--- config.mk ---
export PLATFORM = sky130hd
export DESIGN_NAME = sar_conv_seq
export DESIGN_NICKNAME = d
export VERILOG_FILES = /design/src/rtl/sar_pkg.sv /design/src/rtl/sar_rst_sync.sv /design/src/rtl/sar_frame_ctr.sv /design/src/rtl/sar_strobe_dec.sv /design/src/rtl/sar_trial_reg.sv /design/src/rtl/sar_result_reg.sv /design/src/rtl/sar_conv_seq.sv
export SDC_FILE = /design/constraint.sdc
export NUM_CORES = 1
export LEC_CHECK = 0
export ABC_AREA = 1
export BUFFER_PORTS_ARGS = -buffer_cell sky130_fd_sc_hd__buf_4
export CAP_MARGIN = 20
export CORE_UTILIZATION = 48
export CTS_BUF_LIST = sky130_fd_sc_hd__clkbuf_8
export CTS_CLUSTER_DIAMETER = 80
export DETAILED_ROUTE_END_ITERATION = 12
export PLACE_DENSITY = 0.77
export SYNTH_ARGS = -nofsm -noshare
export SYNTH_HDL_FRONTEND = slang
export SYNTH_SLANG_ARGS = --single-unit
--- constraint.sdc ---
create_clock -name clk -period 2.2 [get_ports clk]
set_input_delay 0 -clock clk [delete_from_list [all_inputs] [get_ports clk]]
set_output_delay 0 -clock clk [all_outputs]
set_load 0.005 [all_outputs]
--- src/rtl/sar_pkg.sv ---
package sar_pkg;

  // Strobe bundle produced by the frame decoder
  typedef struct packed {
    logic track;   // sample/hold enable
    logic step;    // resolve one bit
    logic load;    // capture into result register
    logic clear;   // empty the trial register
  } sar_strobe_t;

endpackage

--- src/rtl/sar_rst_sync.sv ---
module sar_rst_sync #(
  parameter int STAGES = 2
) (
  input  logic clk,
  input  logic rst_n,
  output logic run
);

  logic [STAGES-1:0] sync_q;
  logic [STAGES-1:0] sync_d;

  always_comb begin
    sync_d = {sync_q[STAGES-2:0], 1'b1};
  end

  always_ff @(posedge clk or negedge rst_n) begin
    if (!rst_n) begin
      sync_q <= '0;
    end else begin
      sync_q <= sync_d;
    end
  end

  assign run = sync_q[STAGES-1];

endmodule

--- src/rtl/sar_frame_ctr.sv ---
module sar_frame_ctr #(
  parameter int W     = 8,
  parameter int CNT_W = 5
) (
  input  logic             clk,
  input  logic             rst_n,
  input  logic             run,
  output logic [CNT_W-1:0] pos
);

  localparam int FRAME = W + 3;
  localparam int LAST  = FRAME - 1;

  logic [CNT_W-1:0] pos_q;
  logic [CNT_W-1:0] pos_d;
  logic             pos_en;

  assign pos_en = run;

  always_comb begin
    if (pos_q == CNT_W'(LAST)) begin
      pos_d = '0;
    end else begin
      pos_d = pos_q + CNT_W'(1);
    end
  end

  always_ff @(posedge clk or negedge rst_n) begin
    if (!rst_n) begin
      pos_q <= '0;
    end else if (pos_en) begin
      pos_q <= pos_d;
    end
  end

  assign pos = pos_q;

endmodule

--- src/rtl/sar_strobe_dec.sv ---
module sar_strobe_dec
  import sar_pkg::*;
#(
  parameter int W     = 8,
  parameter int CNT_W = 5
) (
  input  logic             run,
  input  logic [CNT_W-1:0] pos,
  output sar_strobe_t      stb,
  output logic [W-1:0]     trial_mask
);

  localparam int LOAD_POS  = W + 1;
  localparam int CLEAR_POS = W + 2;

  always_comb begin
    stb.track = run && (pos == '0);
    stb.step  = run && (pos != '0) && (pos <= CNT_W'(W));
    stb.load  = run && (pos == CNT_W'(LOAD_POS));
    stb.clear = run && (pos == CNT_W'(CLEAR_POS));
  end

  // Bit i is under trial in frame position W-i
  for (genvar i = 0; i < W; i++) begin : g_mask
    assign trial_mask[i] = run && (pos == CNT_W'(W - i));
  end

endmodule

--- src/rtl/sar_trial_reg.sv ---
module sar_trial_reg #(
  parameter int W = 8
) (
  input  logic         clk,
  input  logic         rst_n,
  input  logic         clear,
  input  logic [W-1:0] trial_mask,
  input  logic         cmp_in,
  output logic [W-1:0] resolved,
  output logic [W-1:0] dac_code
);

  logic [W-1:0] bits_q;
  logic [W-1:0] bits_d;
  logic         bits_en;

  assign bits_en = clear || (trial_mask != '0);

  for (genvar i = 0; i < W; i++) begin : g_bit
    always_comb begin
      if (clear) begin
        bits_d[i] = 1'b0;
      end else if (trial_mask[i]) begin
        bits_d[i] = cmp_in;
      end else begin
        bits_d[i] = bits_q[i];
      end
    end
  end

  always_ff @(posedge clk or negedge rst_n) begin
    if (!rst_n) begin
      bits_q <= '0;
    end else if (bits_en) begin
      bits_q <= bits_d;
    end
  end

  assign resolved = bits_q;
  assign dac_code = bits_q | trial_mask;

endmodule

--- src/rtl/sar_result_reg.sv ---
module sar_result_reg #(
  parameter int W = 8
) (
  input  logic         clk,
  input  logic         rst_n,
  input  logic         load,
  input  logic [W-1:0] resolved,
  output logic [W-1:0] out_code,
  output logic         done
);

  logic [W-1:0] res_q;
  logic [W-1:0] res_d;
  logic         done_q;
  logic         done_d;

  always_comb begin
    res_d  = resolved;
    done_d = load;
  end

  always_ff @(posedge clk or negedge rst_n) begin
    if (!rst_n) begin
      res_q <= '0;
    end else if (load) begin
      res_q <= res_d;
    end
  end

  always_ff @(posedge clk or negedge rst_n) begin
    if (!rst_n) begin
      done_q <= 1'b0;
    end else begin
      done_q <= done_d;
    end
  end

  assign out_code = res_q;
  assign done     = done_q;

endmodule

--- src/rtl/sar_conv_seq.sv ---
module sar_conv_seq
  import sar_pkg::*;
#(
  parameter int W     = 8,
  parameter int CNT_W = 5
) (
  input  logic         clk,
  input  logic         rst_n,
  input  logic         cmp_in,
  output logic         sh_en,
  output logic         step_en,
  output logic         load_en,
  output logic         clr_en,
  output logic [W-1:0] dac_code,
  output logic [W-1:0] out_code,
  output logic         done
);

  logic             run;
  logic [CNT_W-1:0] pos;
  sar_strobe_t      stb;
  logic [W-1:0]     trial_mask;
  logic [W-1:0]     resolved;

  sar_rst_sync #(.STAGES(2)) u_rst (
    .clk   (clk),
    .rst_n (rst_n),
    .run   (run)
  );

  sar_frame_ctr #(.W(W), .CNT_W(CNT_W)) u_ctr (
    .clk   (clk),
    .rst_n (rst_n),
    .run   (run),
    .pos   (pos)
  );

  sar_strobe_dec #(.W(W), .CNT_W(CNT_W)) u_dec (
    .run        (run),
    .pos        (pos),
    .stb        (stb),
    .trial_mask (trial_mask)
  );

  sar_trial_reg #(.W(W)) u_trial (
    .clk        (clk),
    .rst_n      (rst_n),
    .clear      (stb.clear),
    .trial_mask (trial_mask),
    .cmp_in     (cmp_in),
    .resolved   (resolved),
    .dac_code   (dac_code)
  );

  sar_result_reg #(.W(W)) u_res (
    .clk      (clk),
    .rst_n    (rst_n),
    .load     (stb.load),
    .resolved (resolved),
    .out_code (out_code),
    .done     (done)
  );

  assign sh_en   = stb.track;
  assign step_en = stb.step;
  assign load_en = stb.load;
  assign clr_en  = stb.clear;

endmodule

## After elaboration in Yosys (flattened, before gate mapping)

Index checks and enable logic that the tools add are counted.
Widths: inputs -> output; s select.

| word-level totals | value |
|---|---|
| register bits after elaboration | 24 |
| bits of input ports | 3 |
| output and inout bits | 21 |
| word-level logic and storage cells | 75 |

| cells by class | value |
|---|---|
| add/subtract/negate cells | 1 |
| order comparisons | 1 |
| equality and inequality tests | 10 |
| muxes and demuxes | 17 |
| bitwise logic cells | 1 |
| reductions and logical operators | 33 |

Operators by type and width:

| operator | count |
|---|---|
| $eq 5x3->1 const B | 4 |
| $mux 1 | 16 |
| $reduce_and 2->1 | 8 |
| $reduce_bool 2->1 | 8 |
| $eq 5x4->1 const B | 3 |
| $logic_and 1x1->1 | 13 |
| $eq 5x2->1 const B | 2 |
| $or 8x8->8 | 1 |
| $reduce_bool 8->1 | 1 |
| $add 5x1->5 const B | 1 |
| $eq 5x1->1 const B | 1 |
| $le 5x4->1 const B | 1 |
| $logic_not 5->1 | 1 |
| $mux 5 | 1 |
| $reduce_bool 5->1 | 1 |
| $logic_or 1x1->1 | 1 |

## Depth between registers and ports, before layout

| depth | value |
|---|---|
| depth after elaboration | 5 |
| gate-level depth with buffers | 8 |
| gate-level depth less buffers | 7 |

## Cells and area by module

A second synthesis with hierarchy kept.

| unflattened totals | value |
|---|---|
| cell total of the unflattened synthesis | 153 |
| area total of the unflattened synthesis | 1188.6 sq um |

By module, submodules not included:

| module | instances | cells each | area an instance (sq um) | sequential area each (sq um) |
|---|---|---|---|---|
| sar_trial_reg | 1 | 51 | 410.4 | 200.2 |
| sar_result_reg | 1 | 35 | 330.3 | 225.2 |
| sar_frame_ctr | 1 | 35 | 272.8 | 125.1 |
| sar_strobe_dec | 1 | 29 | 121.4 | 0.0 |
| sar_rst_sync | 1 | 3 | 53.8 | 50.0 |

## Worst setup path before layout

OpenSTA, ideal clock, no wires.

| timing | value |
|---|---|
| kind | register -> register |
| start | register u_ctr.pos_q[0] (netlist: u_ctr.pos[0]) |
| end | register u_trial.bits_q[3] (netlist: u_trial.resolved[3]) |
| setup time | 0.117 ns |
| arrival time | 1.211 ns |
| data required time | 2.083 ns |
| path slack | 0.871 ns |
| stages on the path, launching flop included | 9 |
| buffers on the path | 1 |
| period minus slack after synthesis | 1.329 ns |
| cell sequence | dfrtp_1 > inv_1 > ha_1 > inv_1 > nor2_1 > nand3_4 > buf_6 > nand3_1 > nand2_1 |

| between the ends | value |
|---|---|
| longest elaborated chain between the ends | 5 |
| elaborated cells between the ends (all ways) | 23 |
| those cells by class | eq/ne (9); mux (1); reduce/logical (13) |

Ends and longest elaborated chain:

| element | line | RTL |
|---|---|---|
| start: declaration | sar_frame_ctr.sv:14 | `logic [CNT_W-1:0] pos_q;` |
| start signal: assignment | sar_frame_ctr.sv:32 | `pos_q <= pos_d;` |
| $eq 5x4->1 (tied with other cells) | sar_strobe_dec.sv:25 | `assign trial_mask[i] = run && (pos == CNT_W'(W - i));` |
| $logic_and 1x1->1 | sar_strobe_dec.sv:25 |  |
| $reduce_bool 8->1 | sar_trial_reg.sv:17 | `assign bits_en = clear \|\| (trial_mask != '0);` |
| $logic_or 1x1->1 | sar_trial_reg.sv:17 |  |
| $reduce_and 2->1 (no line) | n/a |  |
| end signal: assignment | sar_trial_reg.sv:35 | `bits_q <= bits_d;` |
| end: declaration | sar_trial_reg.sv:13 | `logic [W-1:0] bits_q;` |

Several ways; a longest one is shown, not always the timed one.
A chain may end at the register's enable or synchronous reset.

## Worst setup path in the final report

| timing | value |
|---|---|
| start | register u_ctr.pos_q[2] (netlist: u_ctr.pos[2]) |
| end | output port step_en |

| between the ends | value |
|---|---|
| longest elaborated chain between the ends | 3 |
| elaborated cells between the ends (all ways) | 4 |
| those cells by class | order compare (1); reduce/logical (3) |

Ends and longest elaborated chain:

| element | line | RTL |
|---|---|---|
| branches (longest 2 deep; another with $le 5x4->1) | n/a |  |
| $logic_and 1x1->1 * | sar_strobe_dec.sv:18 | `stb.step = run && (pos != '0) && (pos <= CNT_W'(W));` |
| end: declaration | sar_conv_seq.sv:11 | `output logic step_en,` |

Every way passes the cells marked *.

==> results.json <==
{
  "mostFrequentLayoutCells": "nand2_1, dfrtp_1, inv_1, buf_4",
  "insertedDiodeCount": 0,
  "synthCells": 157,
  "max_stage_delay_ps": 540,
  "rsz0062_at_grt": "false",
  "grt_pass1_wl_mm": 4.16,
  "setup_tns_ps": 0,
  "track_usage_pct": 20.2,
  "drt_wl_total_mm": 2.47,
  "die_area_um2": 2900,
  "cp-end-kind": "output pin",
  "fill_cells": 228,
  "finalPower_mw": 1.91,
  "routabilityCongestion": 0.877,
  "cts_resized": 0,
  "final_common_cell": "nand2_1",
  "die_width_um": 53.8,
  "clock_latency_ps": 260,
  "cts.sinks": 24,
  "min_period_over_period_pct": 75.3,
  "maxCapViolCount": 0,
  "cts_buffers": 3,
  "top_level_ports": 24,
  "status": "completed",
  "slowest_stage": "dfrtp_1",
  "ys_ff_latch": 24,
  "syn_avg_cell_area_um2": 8.22,
  "hold_buffers": 1,
  "yosysWarnings": 0,
  "hold_viol": 0,
  "worst_hold_path.num_cells": 3,
  "grt_pass1_vias": 1023,
  "clockBufferDepth": 2,
  "syn_nets": 164,
  "ys_types": 21,
  "vias": 1058,
  "root_buffer": "clkbuf_8",
  "nets": 188,
  "synth_edf_count": 0,
  "r2r_cells": 7,
  "synth_area_leaders": "dfrtp_1, nand2_1, inv_1, nand3_1, o21ai_2",
  "clock.fmax_ghz": 0.604,
  "regToRegSetupSlack_ps": 760,
  "async_flop_share_pct": 100,
  "clock_skew_ps": 0.959,
  "drtIter0Drc": 29,
  "coreArea_um2": 2500,
  "drive_gt1_share_pct": 22.3,
  "drc": 0,
  "start_util_pct": 51.6,
  "viasPerCell": 5.06,
  "first_pass_iters": 6,
  "fp.dieH_um": 53.8,
  "fp-row-count": 18,
  "required_ps": 2200,
  "hold_class": "in -> reg",
  "worstSetupPathType": "reg -> out",
  "antenna_found_initial": 0,
  "register_area_um2": 601,
  "postCtsSetupBuffers": 0,
  "grt_max_degree": 25,
  "crit_chain": "nor2_1, nand2_1, o21ai_0, nor2_1, buf_4",
  "multiInputGateArea_um2": 549,
  "worstPathMaxFanout": 9,
  "arrival_ps": 1660,
  "peakVddDrop_uv": 615,
  "cts.htree.levels": 1,
  "cts_tree": "done",
  "worstSetupStartpointType": "flop",
  "crit_path_frequent_cell": "nor2_1",
  "min_period_ps": 1660,
  "synth_ff_type": "dfrtp_1",
  "yosysTopAreaCell": "dfrtp_1",
  "ant_nets": 0,
  "syn_to_final_growth_pct": 16.7,
  "leakage_nw": 0.842,
  "synth_top_area_share_pct": 46.6,
  "synth_area_um2": 1290,
  "portBuffers": 23,
  "grt-ovfl-total": 0,
  "p_per_area_nw_per_um2": 1270,
  "slew_violations": 0,
  "wl_per_cell_um": 11.8,
  "dp_hpwl_mm": 1.84,
  "ys_seq_area_share_pct": 46.6,
  "finalSetupViolations": 0,
  "cts.clk_slew.worst_paths_ps": 80
}
final cells by class:
cell class | count | area share (%)
multi-input combinational | 103 | 36.5
inverter | 25 | 6.23
clock buffer | 3 | 2.74
tap | 30 | 2.49
timing repair buffer | 24 | 12.1
sequential | 24 | 39.9
where the power goes:
group / switching, mW / internal, mW
logic: 0.487 / 0.403
registers: 0.152 / 0.624
clock network: 0.127 / 0.122
total: 0.765 / 1.15
synth_stat cells, types with 2 or more instances:
library cell  number
nand2_1           40
dfrtp_1           24
inv_1             23
nand3_1           17
nor2_1            17
o21ai_2            8
o21ai_0            5
ha_1               4
buf_6              3
nand4_1            3
inv_2              2
nor3_1             2
stage by stage:
stage | hold WS [ps] | instances | util, % | area (um2) | setup slack [ps]
2_1_floorplan | -296 | 157 | - | 1290 | 871
3_3_place_gp | -88.3 | 205 | 58.2 | 1450 | 835
3_5_place_dp | -80.4 | 205 | 58.2 | 1450 | 758
4_1_cts | 38.4 | 209 | 60.2 | 1510 | 521
5_1_grt | 38.0 | 209 | 60.2 | 1510 | 388
6_report | 47.0 | 209 | 60.2 | 1510 | 543
logic make-up (layout without fill, tap and decap cells):
group | count (synthesis) | after routing | synth area share (%)
fa+ha+maj | 4 | 4 | 3.88
simple gates | 83 | 83 | 30.0
flops | 24 | 24 | 46.6
xor+xnor | 1 | 1 | 0.679
compound gates | 14 | 14 | 7.76
buf+inv | 30 | 52 | 10.9
other cells | 1 | 1 | 0.291
routing by layer:
| metal | wire [um] | vias to the layer above | global-route usage, % |
|---|---|---|---|
| li1 | - | 529 | - |
| met1 | 1120 | 493 | 24.2 |
| met2 | 1210 | 32 | 34.6 |
| met3 | 119 | 4 | 3.95 |
| met4 | 23 | 0 | 9.21 |
| met5 | 0 | - | 0 |
final timing paths:
kind,start,end
min,cmp_in,u_trial.resolved[6]
min in group asynchronous,rst_n,u_res.out_code[2]
max in group asynchronous,rst_n,u_res.out_code[0]
max,u_ctr.pos[2],step_en
min reg2reg,u_rst.sync_q[0],u_rst.sync_q[1]
max reg2reg,u_ctr.pos[0],u_trial.resolved[7]
registers in the layout (all words and copies together) (netlist names):
signal,count
u_res.done,1
u_res.out_code,8
u_rst.sync_q,2
u_ctr.pos,5
u_trial.resolved,8
critical path: cells and delay by family, from the launching register on:
family | cells | cell delay (ps)
flops | 1 | 540
buf+inv | 1 | 130
simple gates | 3 | 550
compound gates | 1 | 170
No activity file was read; power rests on OpenSTA's default activity.
